[config.mk]
export PLATFORM = sky130hd
export DESIGN_NAME = wr_burst_seq
export DESIGN_NICKNAME = d
export VERILOG_FILES = /design/src/rtl/wbs_pkg.sv /design/src/rtl/wbs_gap_guard.sv /design/src/rtl/wbs_cmd_queue.sv /design/src/rtl/wbs_launch_line.sv /design/src/rtl/wr_burst_seq.sv
export SDC_FILE = /design/constraint.sdc
export NUM_CORES = 1
export LEC_CHECK = 0
export BUFFER_PORTS_ARGS = -buffer_cell sky130_fd_sc_hd__buf_2
export CAP_MARGIN = 20
export CORE_UTILIZATION = 59
export DETAILED_ROUTE_END_ITERATION = 7
export PLACE_DENSITY = 0.9
export SLEW_MARGIN = 10
export SYNTH_ARGS = -nofsm -noshare
export SYNTH_HDL_FRONTEND = slang
export SYNTH_SLANG_ARGS = --single-unit
[constraint.sdc]
create_clock -name clk -period 10.56 [get_ports clk]
set_input_delay 2.112 -clock clk [delete_from_list [all_inputs] [get_ports clk]]
set_output_delay 2.112 -clock clk [all_outputs]
set_load 0.02 [all_outputs]
[src/rtl/wbs_pkg.sv]
package wbs_pkg;
    typedef enum logic [1:0] {
        KIND_IDLE = 2'b00,
        KIND_DATA = 2'b01,
        KIND_FILL = 2'b10,
        KIND_CRC  = 2'b11
    } slot_kind_e;

    typedef enum logic [2:0] {
        ST_IDLE,
        ST_PRE,
        ST_BURST,
        ST_POST,
        ST_TURN
    } seq_state_e;
endpackage

[src/rtl/wbs_gap_guard.sv]
module wbs_gap_guard #(
    parameter int MIN_GAP = 5
) (
    input  logic clk,
    input  logic rst_n,
    input  logic cmd_valid,
    output logic accept,
    output logic spacing_err
);
    localparam int CW = $clog2(MIN_GAP + 1);

    logic [CW-1:0] since;

    assign accept = cmd_valid && (since >= CW'(MIN_GAP));

    always_ff @(posedge clk or negedge rst_n) begin
        if (!rst_n) begin
            since       <= CW'(MIN_GAP);
            spacing_err <= 1'b0;
        end else begin
            spacing_err <= cmd_valid && !accept;
            if (accept)
                since <= CW'(1);
            else if (since < CW'(MIN_GAP))
                since <= since + 1'b1;
        end
    end

    AST_ERR_NOT_ACCEPTED: assert property (@(posedge clk) disable iff (!rst_n) spacing_err |-> !$past(accept));
    AST_ACCEPT_NOT_BACK_TO_BACK: assert property (@(posedge clk) disable iff (!rst_n) accept |=> !accept);
endmodule

[src/rtl/wbs_cmd_queue.sv]
module wbs_cmd_queue #(
    parameter int W     = 8,
    parameter int DEPTH = 3
) (
    input  logic         clk,
    input  logic         rst_n,
    input  logic         push,
    input  logic         pop,
    input  logic [W-1:0] wdata,
    output logic [W-1:0] head,
    output logic         empty,
    output logic         full
);
    localparam int AW = (DEPTH > 1) ? $clog2(DEPTH) : 1;
    localparam int CW = $clog2(DEPTH + 1);

    logic [W-1:0]  mem [DEPTH];
    logic [AW-1:0] rp, wp;
    logic [CW-1:0] cnt;

    function automatic logic [AW-1:0] bump(input logic [AW-1:0] p);
        return (p == AW'(DEPTH - 1)) ? '0 : p + 1'b1;
    endfunction

    always_ff @(posedge clk) begin
        if (push)
            mem[wp] <= wdata;
    end

    always_ff @(posedge clk or negedge rst_n) begin
        if (!rst_n) begin
            rp  <= '0;
            wp  <= '0;
            cnt <= '0;
        end else begin
            if (push) wp <= bump(wp);
            if (pop)  rp <= bump(rp);
            cnt <= cnt + CW'(push) - CW'(pop);
        end
    end

    assign head  = mem[rp];
    assign empty = (cnt == '0);
    assign full  = (cnt == CW'(DEPTH));

    AST_NO_OVERFLOW: assert property (@(posedge clk) disable iff (!rst_n) push |-> !full);
    AST_NO_UNDERFLOW: assert property (@(posedge clk) disable iff (!rst_n) pop |-> !empty);
endmodule

[src/rtl/wbs_launch_line.sv]
module wbs_launch_line #(
    parameter int LEN = 8
) (
    input  logic clk,
    input  logic rst_n,
    input  logic din,
    output logic tap_pre,
    output logic tap_go
);
    logic [LEN-1:0] sr;

    always_ff @(posedge clk or negedge rst_n) begin
        if (!rst_n)
            sr <= '0;
        else
            sr <= {sr[LEN-2:0], din};
    end

    assign tap_go  = sr[LEN-1];
    assign tap_pre = sr[LEN-2];

    AST_GO_FOLLOWS_PRE: assert property (@(posedge clk) disable iff (!rst_n) tap_pre |=> tap_go);
endmodule

[src/rtl/wr_burst_seq.sv]
module wr_burst_seq
    import wbs_pkg::*;
#(
    parameter int DW      = 16,
    parameter int COL_W   = 10,
    parameter int BG_W    = 2,
    parameter int WL      = 9,
    parameter int MIN_GAP = 5
) (
    input  logic              clk,
    input  logic              rst_n,
    input  logic              cmd_valid,
    input  logic [COL_W-1:0]  cmd_col,
    input  logic [BG_W-1:0]   cmd_bg,
    input  logic [4*DW-1:0]   cmd_data,
    input  logic [2*DW-1:0]   cmd_crc,
    output logic              strobe_en,
    output logic              preamble,
    output logic              postamble,
    output logic [2:0]        slot_idx,
    output logic [1:0]        slot_kind,
    output logic [2*DW-1:0]   dq_pair,
    output logic [COL_W-1:0]  burst_col,
    output logic [BG_W-1:0]   burst_bg,
    output logic              recov_pulse,
    output logic              spacing_err,
    output logic              busy
);
    localparam int DATA_SLOTS = 2;
    localparam int FILL_SLOTS = 2;
    localparam int SLOTS      = DATA_SLOTS + FILL_SLOTS + 1;
    localparam int LAST       = SLOTS - 1;
    localparam int PW         = COL_W + BG_W + 4*DW + 2*DW;
    localparam int QDEPTH     = (WL - 1) / MIN_GAP + 2;

    logic          accept, go, pre_soon, q_empty, q_full;
    logic [PW-1:0] q_head, cur;
    seq_state_e    state, nxt;
    logic [2:0]    slot, nxt_slot;

    wbs_gap_guard #(.MIN_GAP(MIN_GAP)) u_guard (
        .clk(clk), .rst_n(rst_n), .cmd_valid(cmd_valid),
        .accept(accept), .spacing_err(spacing_err)
    );

    wbs_cmd_queue #(.W(PW), .DEPTH(QDEPTH)) u_queue (
        .clk(clk), .rst_n(rst_n), .push(accept), .pop(go),
        .wdata({cmd_col, cmd_bg, cmd_data, cmd_crc}),
        .head(q_head), .empty(q_empty), .full(q_full)
    );

    wbs_launch_line #(.LEN(WL - 1)) u_line (
        .clk(clk), .rst_n(rst_n), .din(accept),
        .tap_pre(pre_soon), .tap_go(go)
    );

    // state register
    always_ff @(posedge clk or negedge rst_n) begin
        if (!rst_n) begin
            state <= ST_IDLE;
            slot  <= '0;
            cur   <= '0;
        end else begin
            state <= nxt;
            slot  <= nxt_slot;
            if (go)
                cur <= q_head;
        end
    end

    // next state
    always_comb begin
        nxt      = state;
        nxt_slot = slot;
        unique case (state)
            ST_BURST: begin
                if (go) begin
                    nxt      = ST_BURST;
                    nxt_slot = '0;
                end else if (slot != 3'(LAST)) begin
                    nxt_slot = slot + 1'b1;
                end else begin
                    nxt      = pre_soon ? ST_TURN : ST_POST;
                    nxt_slot = '0;
                end
            end
            default: begin
                nxt_slot = '0;
                if (go)
                    nxt = ST_BURST;
                else
                    nxt = pre_soon ? ST_PRE : ST_IDLE;
            end
        endcase
    end

    // outputs
    always_comb begin
        strobe_en   = 1'b0;
        preamble    = 1'b0;
        postamble   = 1'b0;
        recov_pulse = 1'b0;
        slot_idx    = '0;
        slot_kind   = KIND_IDLE;
        dq_pair     = '0;
        burst_col   = '0;
        burst_bg    = '0;
        unique case (state)
            ST_IDLE: ;
            ST_PRE: begin
                strobe_en = 1'b1;
                preamble  = 1'b1;
            end
            ST_POST: begin
                strobe_en   = 1'b1;
                postamble   = 1'b1;
                recov_pulse = 1'b1;
            end
            ST_TURN: begin
                strobe_en   = 1'b1;
                preamble    = 1'b1;
                postamble   = 1'b1;
                recov_pulse = 1'b1;
            end
            ST_BURST: begin
                strobe_en = 1'b1;
                slot_idx  = slot;
                burst_col = cur[PW-1 -: COL_W];
                burst_bg  = cur[PW-COL_W-1 -: BG_W];
                if (slot < 3'(DATA_SLOTS)) begin
                    slot_kind = KIND_DATA;
                    dq_pair   = cur[2*DW + slot[0]*2*DW +: 2*DW];
                end else if (slot < 3'(LAST)) begin
                    slot_kind = KIND_FILL;
                    dq_pair   = '1;
                end else begin
                    slot_kind = KIND_CRC;
                    dq_pair   = cur[2*DW-1:0];
                end
            end
            default: ;
        endcase
    end

    assign busy = !q_empty || (state == ST_BURST);

    AST_PRE_LEADS_DATA: assert property (@(posedge clk) disable iff (!rst_n) preamble |=> (slot_kind == KIND_DATA && slot_idx == 3'd0));
    AST_RECOV_AFTER_CRC: assert property (@(posedge clk) disable iff (!rst_n) recov_pulse |-> $past(slot_kind == KIND_CRC));
    AST_CRC_THEN_DATA_OR_POST: assert property (@(posedge clk) disable iff (!rst_n) (slot_kind == KIND_CRC) |=> ((slot_kind == KIND_DATA && slot_idx == 3'd0) || postamble));
    AST_NEW_BURST_NOT_EARLY: assert property (@(posedge clk) disable iff (!rst_n) (slot_kind == KIND_DATA && slot_idx == 3'd0) |-> !($past(slot_kind) != KIND_IDLE && $past(slot_idx) != 3'(LAST)));
    AST_QUEUE_ROOM: assert property (@(posedge clk) disable iff (!rst_n) accept |-> !q_full);
endmodule

==> results.yml, run 1 <==
run_status:
  status: "completed"
power:
  ir_drop_v: 0.0003318
  clkPwrFrac_pct: 24.3
  power_switching_mw: 2.240
  p_leak_nw: 7.417
  p_int_mw: 3.992
  swShare_pct: 35.95
  comb_power_share_pct: 32.5
  seq_power_share_pct: 43.2
  power_density_mw_per_mm2: 307.6
min_path:
  min_from: "u_line.sr[3]"
  hold_class: "flop to flop"
  hold_depth: 0
  min_to: "u_line.sr[4]"
critical_path:
  ff2ff_setup_slack_ns: 7.44
  critPathBufInv: 2
  cp-end-kind: "primary output"
  slowest_delay_ns: 0.67
  cp_data_required_time_ns: 8.45
  cp-start-kind: "flop"
  reg2regPathDepth: 5
  worst-setup-path-type: "flop to primary output"
  r2r-end: "u_queue.mem[2][5]"
  crit_fanout: 27
  arrival_ns: 2.58
  crit_family: "simple AND/OR/NAND/NOR gates"
  reg2reg_from: "u_guard.since[0]"
  crit_chain: "or3b_2, buf_4, a221oi_2, buf_2"
  cp_slowest_cell: "or3b_2"
detailed_routing:
  routed_via_density: 6.289
  ant_nets: 0
  dr_wl_met3_mm: 3.264
  wl_met2_mm: 21.21
  drtPass1Iterations: 5
  top_layer: "met5"
  wl_per_cell_um: 24.32
  num_vias: 10670
  m1WireLength_mm: 15.10
  wl_mm: 41.27
  drc: 0
  drt_iter0_drc: 1197
synthesis:
  synth.most_common_cell: "edfxtp_1"
  synthTopCellsByArea: "edfxtp_1 55%, dfrtp_1 18%, nor2b_1 3.6%"
  synth_nets: 1235
  synth-edff-count: 324
  yosys_warnings: 0
  synth_area_mm2: 0.01776
  synth_ff_type: "edfxtp_1"
  synth_async_sr_flop_share_pct: 28.95
  synth-seq-area-share_pct: 73.41
  avgSynthCellArea_um2: 15.85
  synth_commonest_cells: "324 x edfxtp_1, 130 x dfrtp_1, 101 x nor2b_1"
  ys_ff_latch: 456
  netlist_instances: 1120
  synth_top_area_share_pct: 54.79
  yosysUniqueCellTypes: 41
  synth_top_area_cell: "edfxtp_1"
clock_network:
  cts_made_buffers: 44
  cts.path.max_buffers: 3
  cts_tree: "built"
  clk_pin_slew_ns: 0.06
  cts_hold_buf: 0
  worstSkewPairLatency_ns: 0.54
  htree_levels: 2
  postCtsSetupBuffers: 0
  clock_sinks: 456
  cts-root-buf: "clkbuf_16"
  cts_resized: 0
grt:
  grt_pass1_vias: 10760
  grt_pass1_wl_mm: 62.09
  grt_remaining_overflow: 0
  grt_max_degree: 98
  antenna_found_initial: 12
  grt_use_total_pct: 27.00
placement:
  dp_hpwl_mm: 23.73
  port_buffers: 165
  gp_congestion: 0.7942
sta:
  hold_viol: 0
  skew_ns: 0.01726
  period_minus_slack_ns: 4.688
  finalMaxSlewViolations: 0
  relSlewSlack_pct: 28.69
  period_share_pct: 44.39
  fmax_mhz: 213.3
  tns_ns: 0
  rsz0062_at_grt: "no"
  whs_ns: 0.3490
  setup_violations: 0
  tightestPinTransition_ns: 1.070
floorplan:
  fp-row-count: 63
  ios: 166
  fp.dieH_um: 175.5
  design.core.area_mm2: 0.02964
  floorplan.initialDensity_pct: 59.91
  die_w_um: 175.5
  die_area_mm2: 0.03080
layout:
  nNetsFinal: 1377
  seq_area_mm2: 0.01305
  drive_gt1_share_pct: 22.92
  syn_to_final_growth_pct: 14.11
  fillers: 1909
  multiInputGateArea_mm2: 0.004198
flow_run:
  cap_violations: 0
==> flip-flops by register name (all words and copies together), names as in the netlist <==
register / count
u_queue.cnt: 2
u_queue.wp: 2
u_guard.since: 3
u_queue.mem: 324
slot: 3
cur: 108
u_queue.rp: 2
u_guard.spacing_err: 1
u_line.sr: 8
state: 3
==> power groups by stage <==
stage	Combinational, mW	Clock [mW]	Sequential, mW
after floorplan	1.56	0	2.54
after global placement	1.90	0	2.69
after detailed placement	1.98	0	2.71
after CTS	2.02	1.53	2.69
after global routing	2.17	1.59	2.73
final	2.02	1.51	2.69
==> per-layer routing <==
layer,track usage [%],vias up
met5,0,-
met4,12.28,2
met3,4.675,95
met2,45.98,554
met1,34.07,5386
li1,-,4635
==> cells by family after synthesis <==
family / share of synthesized area (%)
flip-flops: 73.41
AO/OA/AOI/OAI: 15.59
AND/OR/NAND/NOR: 5.348
buffers and inverters: 3.192
multiplexers: 1.931
XOR/XNOR: 0.2466
adder cells (fa/ha/maj): 0.2819
==> cells in the final DEF (no fill, tap or decap), types with 7 or more instances in the layout <==
master       n
and2_1      15
clkbuf_1    16
diode_2     11
buf_4       18
o2bb2ai_1   53
nand2_1      7
a22o_1      32
nor2b_1    100
o22ai_1     23
dfrtp_1    125
a221oi_2    32
edfxtp_1   324
o21ai_0     79
buf_2      164
clkbuf_16   45
mux2i_1     32
inv_1       38
nor2_1      17
a211oi_1    76
a221o_1     32
==> final cells by class <==
cell class,instances,share of cell area (%)
sequential,456,64.40
multi-input combinational,537,20.72
timing repair buffer,183,4.773
inverter,40,0.7410
antenna,11,0.1358
clock inverter,15,0.7039
clock buffer,65,6.125
tap,390,2.408
==> worst max-delay path by stage <==
stage	startpoint	to	slack, ns	depth (start not counted)
finish	state[2]	dq_pair[17]	5.87	4
global route	state[2]	dq_pair[6]	5.81	4
detailed placement	cmd_valid	u_queue.mem[0][11]	6.06	5
global placement	cmd_valid	u_queue.mem[2][13]	6.10	5
CTS	state[2]	dq_pair[6]	5.87	4
floorplan	cmd_valid	u_queue.mem[0][0]	0.21	2
==> stage by stage <==
| stage | worst slack (ns) | instances | cell area (um2) | util [%] | total power [mW] |
|---|---|---|---|---|---|
| finish | 5.872 | 1697 | 20260 | 68.37 | 6.232 |
| global route | 5.806 | 1694 | 20260 | 68.34 | 6.487 |
| CTS | 5.868 | 1686 | 20240 | 68.28 | 6.231 |
| detailed placement | 6.058 | 1606 | 18850 | 63.61 | 4.690 |
| global placement | 6.097 | 1606 | 18850 | 63.61 | 4.589 |
| floorplan | 0.2097 | 1120 | 17770 | - | 4.096 |
No activity file was read; power rests on OpenSTA's default activity.
==> run 2, diff against run 1 <==
--- a/config.mk
+++ b/config.mk
@@ -7,9 +7,9 @@
 export LEC_CHECK = 0
 export BUFFER_PORTS_ARGS = -buffer_cell sky130_fd_sc_hd__buf_2
 export CAP_MARGIN = 20
-export CORE_UTILIZATION = 59
+export CORE_UTILIZATION = 53
 export DETAILED_ROUTE_END_ITERATION = 7
-export PLACE_DENSITY = 0.9
+export PLACE_DENSITY = 0.86
 export SLEW_MARGIN = 10
 export SYNTH_ARGS = -nofsm -noshare
 export SYNTH_HDL_FRONTEND = slang
==> constraint.sdc (replaced) <==
create_clock -name clk -period 3.9 [get_ports clk]
set_input_delay 0.78 -clock clk [delete_from_list [all_inputs] [get_ports clk]]
set_output_delay 0.78 -clock clk [all_outputs]
set_load 0.02 [all_outputs]
==> results.yml, run 2 (synthesis gave the netlist of run 1 again) <==
grt:
  grt_max_degree: 89
  grt_remaining_overflow: 0
  grt_use_total_pct: 24.43
  antenna_found_initial: 10
  grt_pass1_vias: 10430
  grt_pass1_wl_mm: 62.13
placement:
  dp_hpwl_mm: 24.28
  place_area_mm2: 0.01901
  placed_cells: 1664
  port_buffers: 165
  gp_congestion: 0.8734
floorplan:
  ios: 166
  die_w_um: 185.0
  fp-row-count: 66
  die_area_mm2: 0.03424
  design.core.area_mm2: 0.03278
  fp.dieH_um: 185.0
  floorplan.initialDensity_pct: 54.16
detailed_routing:
  routed_via_density: 6.023
  wl_per_cell_um: 23.50
  wl_mm: 41.18
  ant_nets: 0
  drc: 0
  drt_iter0_drc: 1008
  drtPass1Iterations: 5
  num_vias: 10550
clock_network:
  clk_pin_slew_ns: 0.06
  cts_hold_buf: 0
  cts_tree: "built"
  cts_made_buffers: 45
  cts_resized: 0
  worstSkewPairLatency_ns: 0.54
  cts-root-buf: "clkbuf_16"
  clock_sinks: 456
  htree_levels: 2
  cts.path.max_buffers: 3
  postCtsSetupBuffers: 0
power:
  clkPwrFrac_pct: 25.4
  power_density_mw_per_mm2: 833.8
  seq_power_share_pct: 42.9
  p_leak_nw: 7.523
  p_int_mw: 11.05
  power_mw: 17.12
  comb_power_share_pct: 31.7
  ir_drop_v: 0.0006404
  power_switching_mw: 6.064
  swShare_pct: 35.43
layout:
  top_register: "u_queue.mem"
  design_area_mm2: 0.02053
  nNetsFinal: 1384
  syn_to_final_growth_pct: 15.61
  reg_top3: "u_queue.mem x324, cur x108, u_line.sr x8"
  finalNonFillerCells: 1752
  largest_register_ffs: 324
  final_core_util_pct: 62.62
  layout_commonest_cell: "edfxtp_1"
  drive_gt1_share_pct: 24.14
  fillers: 2298
  multiInputGateArea_mm2: 0.004212
  mostFrequentLayoutCells: "324 x edfxtp_1, 164 x buf_2, 125 x dfrtp_1"
  seq_area_mm2: 0.01305
sta:
  skew_ns: 0.01553
  hold_viol: 0
  rsz0062_at_grt: "no"
  relSlewSlack_pct: 32.20
  finalMaxSlewViolations: 0
  period_share_pct: 91.09
  setup_violations: 0
  tightestPinTransition_ns: 1.017
  fmax_mhz: 281.5
  tns_ns: 0
  period_minus_slack_ns: 3.553
critical_path:
  worst-setup-path-type: "flop to primary output"
  reg2regPathDepth: 4
  cp-start-kind: "flop"
  arrival_ns: 2.77
  crit_fanout: 27
  cp-end-kind: "primary output"
  cp_data_required_time_ns: 3.12
flow_run:
  cap_violations: 0
run_status:
  status: "completed"
min_path:
  hold_class: "input pin to async pin"
==> run 2: area by class of cell <==
cell class              count  area share [%]
flip-flops and latches    456           63.56
multi-input cells         537           20.51
clock buffers              66           6.418
repair buffers            189           5.113
well taps                 442           2.694
clock inverters            17          0.9081
inverters                  40          0.7314
diodes                      5         0.06095
==> run 2: final timing paths <==
check,startpoint,to,slack (ns)
hold reg to reg,u_line.sr[3],u_line.sr[4],0.35
setup reg to reg,u_queue.rp[1],cur[41],1.57
max in group asynchronous,rst_n,cur[86],2.67
setup / recovery,state[0],dq_pair[6],0.35
min in group clk,u_line.sr[3],u_line.sr[4],0.35
hold / removal,rst_n,cur[23],0.29
==> run 2: stage by stage <==
stage / setup slack, ns / hold WS (ns)
CTS: 0.3521 / 0.3305
finish: 0.3475 / 0.2880
global route: 0.2709 / 0.3689
global placement: 1.104 / 0.3356
detailed placement: 1.015 / 0.3347
floorplan: -0.3016 / 0.3312
==> run 2: critical path, cell delays in order, from the launching register on <==
cell      delay [ns]
dfrtp_1         0.43
or3b_2          0.88
buf_4           0.39
a221oi_2        0.28
buf_2           0.23
==> run 2: per-layer routing <==
layer / vias to the layer above / GRT usage [%] / wire (um)
met5: - / 0 / 29
met4: 6 / 8.562 / 1094
met3: 68 / 5.505 / 3398
met2: 444 / 39.97 / 20480
met1: 5383 / 32.28 / 16180
li1: 4652 / - / -
==> run 2: power by group through the flow <==
stage | registers [mW] | clock network (mW) | logic (mW)
floorplan | 6.82 | 0 | 4.23
global placement | 7.38 | 0 | 5.17
CTS | 7.34 | 4.40 | 5.44
finish | 7.34 | 4.35 | 5.42
detailed placement | 7.41 | 0 | 5.40
global route | 7.44 | 4.60 | 5.87
==> run 3, diff against run 2 <==
--- a/config.mk
+++ b/config.mk
@@ -5,6 +5,7 @@
 export SDC_FILE = /design/constraint.sdc
 export NUM_CORES = 1
 export LEC_CHECK = 0
+export ABC_AREA = 1
 export BUFFER_PORTS_ARGS = -buffer_cell sky130_fd_sc_hd__buf_2
 export CAP_MARGIN = 20
 export CORE_UTILIZATION = 53
==> results.yml, run 3 <==
run_status:
  status: "completed"
critical_path:
  r2r-end: "u_queue.mem[1][89]"
  crit_family: "buffers and inverters"
  worst-setup-path-type: "flop to primary output"
  critPathBufInv: 4
  cp-start-kind: "flop"
  cp-end-kind: "primary output"
  crit_fanout: 20
  ff2ff_setup_slack_ns: 1.32
  path_common_cell: "inv_1"
  reg2reg_from: "u_guard.since[0]"
  arrival_ns: 2.32
  slowest_delay_ns: 0.41
  cp_data_required_time_ns: 3.12
  crit_chain: "inv_1, nand3_1, inv_1, buf_4, o21ai_0, a21oi_1, buf_2"
  cp_slowest_cell: "dfrtp_1"
  crit_start: "state[2]"
  reg2regPathDepth: 6
sta:
  rsz0062_at_grt: "no"
  relSlewSlack_pct: 37.83
  setup_violations: 0
  period_share_pct: 79.36
  fmax_mhz: 323.1
  finalMaxSlewViolations: 0
  tightestPinTransition_ns: 0.9326
  tns_ns: 0
  skew_ns: 0.01494
  period_minus_slack_ns: 3.095
  hold_viol: 0
grt:
  use_met1_pct: 34.67
  grt_pass1_vias: 11680
  grt_remaining_overflow: 0
  top_usage_layer: "met2"
  grt_max_degree: 109
  antenna_found_initial: 10
  met3_usage_pct: 6.017
  grt_pass1_wl_mm: 66.95
  grt_use_total_pct: 26.53
  met2_usage_pct: 43.92
clock_network:
  cts.path.max_buffers: 3
  worstSkewPairLatency_ns: 0.54
  cts_tree: "built"
  cts-root-buf: "clkbuf_16"
  postCtsSetupBuffers: 0
  cts_resized: 0
  cts_made_buffers: 45
  clk_pin_slew_ns: 0.06
  htree_levels: 2
  clock_sinks: 456
  cts_hold_buf: 0
layout:
  drive_gt1_share_pct: 16.81
  top_register: "u_queue.mem"
  syn_to_final_growth_pct: 15.63
  finalNonFillerCells: 2070
  layout_commonest_cell: "nand2_1"
  reg_top3: "u_queue.mem x324, cur x108, u_line.sr x8"
  seq_area_mm2: 0.01304
  mostFrequentLayoutCells: "333 x nand2_1, 324 x edfxtp_1, 164 x buf_2"
  multiInputGateArea_mm2: 0.003605
  nNetsFinal: 1711
  design_area_mm2: 0.02012
  fillers: 2241
  largest_register_ffs: 324
synthesis:
  synth_commonest_cells: "334 x nand2_1, 324 x edfxtp_1, 157 x a21oi_1"
  synth_async_sr_flop_share_pct: 28.95
  synthAdderAreaFrac_pct: 0.2876
  synth_top_area_share_pct: 55.90
  synth_top_family_by_area: "simple AND/OR/NAND/NOR gates"
  synth_ff_type: "edfxtp_1"
  yosys_warnings: 0
  synth_top_area_cell: "edfxtp_1"
  synth_nets: 1554
  netlist_instances: 1439
  synth-simple-area-share_pct: 11.10
  synth_mux_area_share_pct: 0
  synth_area_mm2: 0.01740
  synth-seq-area-share_pct: 74.90
  synth_compound_area_share_pct: 8.929
  synth_xor_area_share_pct: 0.1006
  yosysUniqueCellTypes: 30
  synth.most_common_cell: "nand2_1"
  synth-edff-count: 324
  synthTopCellsByArea: "edfxtp_1 56%, dfrtp_1 19%, nand2_1 7.2%"
  ys_ff_latch: 456
  avgSynthCellArea_um2: 12.09
placement:
  place_area_mm2: 0.01871
  port_buffers: 165
  gp_congestion: 0.8341
  dp_hpwl_mm: 26.90
  placed_cells: 1984
power:
  ir_drop_v: 0.0004987
  p_leak_nw: 7.888
  power_density_mw_per_mm2: 834.3
detailed_routing:
  routed_via_density: 5.738
  drc: 0
  wl_mm: 43.95
  ant_nets: 0
  wl_per_cell_um: 21.23
  drt_iter0_drc: 1503
  num_vias: 11880
  drtPass1Iterations: 5
min_path:
  hold_class: "input pin to async pin"
floorplan:
  fp.dieH_um: 183.2
  design.core.area_mm2: 0.03196
  ios: 166
  floorplan.initialDensity_pct: 54.45
  die_area_mm2: 0.03357
  die_w_um: 183.2
  fp-row-count: 65
flow_run:
  cap_violations: 0
[run 3: cell count changes after synthesis, sizes merged, moves of 53 or more]
cell,previous run,this run
inv,40,117
nand3,3,95
o2bb2ai,53,0
a211oi,76,0
a21oi,3,157
nor2b,101,0
nand2,7,335
o21ai,79,149
[run 3: power by group]
| part | internal, mW | switching [mW] | total [mW] |
|---|---|---|---|
| Combinational | 1.56 | 3.99 | 5.55 |
| Clock | 2.40 | 1.74 | 4.14 |
| Sequential | 6.42 | 0.677 | 7.10 |
| Total | 10.4 | 6.41 | 16.8 |
[run 3: layer usage]
layer | vias to the layer above | wire, um
met1 | 5719 | 16270
met5 | - | 42
met4 | 8 | 1475
met3 | 122 | 4787
met2 | 767 | 21370
li1 | 5261 | -
[run 3: worst max path at each step]
stage / to / slack, ns / cells past startpoint
3_3_place_gp: u_queue.mem[1][43] / 1.30 / 4
6_report: dq_pair[11] / 0.80 / 7
5_1_grt: dq_pair[11] / 0.66 / 7
4_1_cts: dq_pair[11] / 0.84 / 7
3_5_place_dp: u_queue.mem[1][30] / 1.28 / 4
2_1_floorplan: u_queue.mem[1][0] / -0.38 / 6
[run 3: cells by family (layout without fill, tap and decap cells)]
kind of cell	Yosys count	count (layout)
flip-flops	456	456
buffers and inverters	195	386
other	0	5
AND/OR/NAND/NOR	473	473
AO/OA/AOI/OAI	309	309
adder cells (fa/ha/maj)	4	4
XOR/XNOR	2	2
[run 3: final cells by class]
class | count | area share [%]
flip-flops and latches | 456 | 64.81
inverters | 118 | 2.220
clock inverters | 21 | 0.8891
clock buffers | 60 | 6.074
repair buffers | 187 | 5.328
multi-input cells | 788 | 17.91
diodes | 5 | 0.06217
well taps | 435 | 2.705
[run 3: stage by stage]
| stage | total power [mW] | setup WS [ns] | util (%) | hold slack [ns] |
|---|---|---|---|---|
| floorplan | 10.59 | -0.3836 | - | 0.3312 |
| detailed placement | 12.59 | 1.280 | 58.54 | 0.3347 |
| global route | 17.57 | 0.6608 | 62.92 | 0.3538 |
| global placement | 12.32 | 1.297 | 58.54 | 0.3317 |
| finish | 16.79 | 0.8050 | 62.96 | 0.3037 |
| CTS | 16.75 | 0.8416 | 62.92 | 0.3430 |
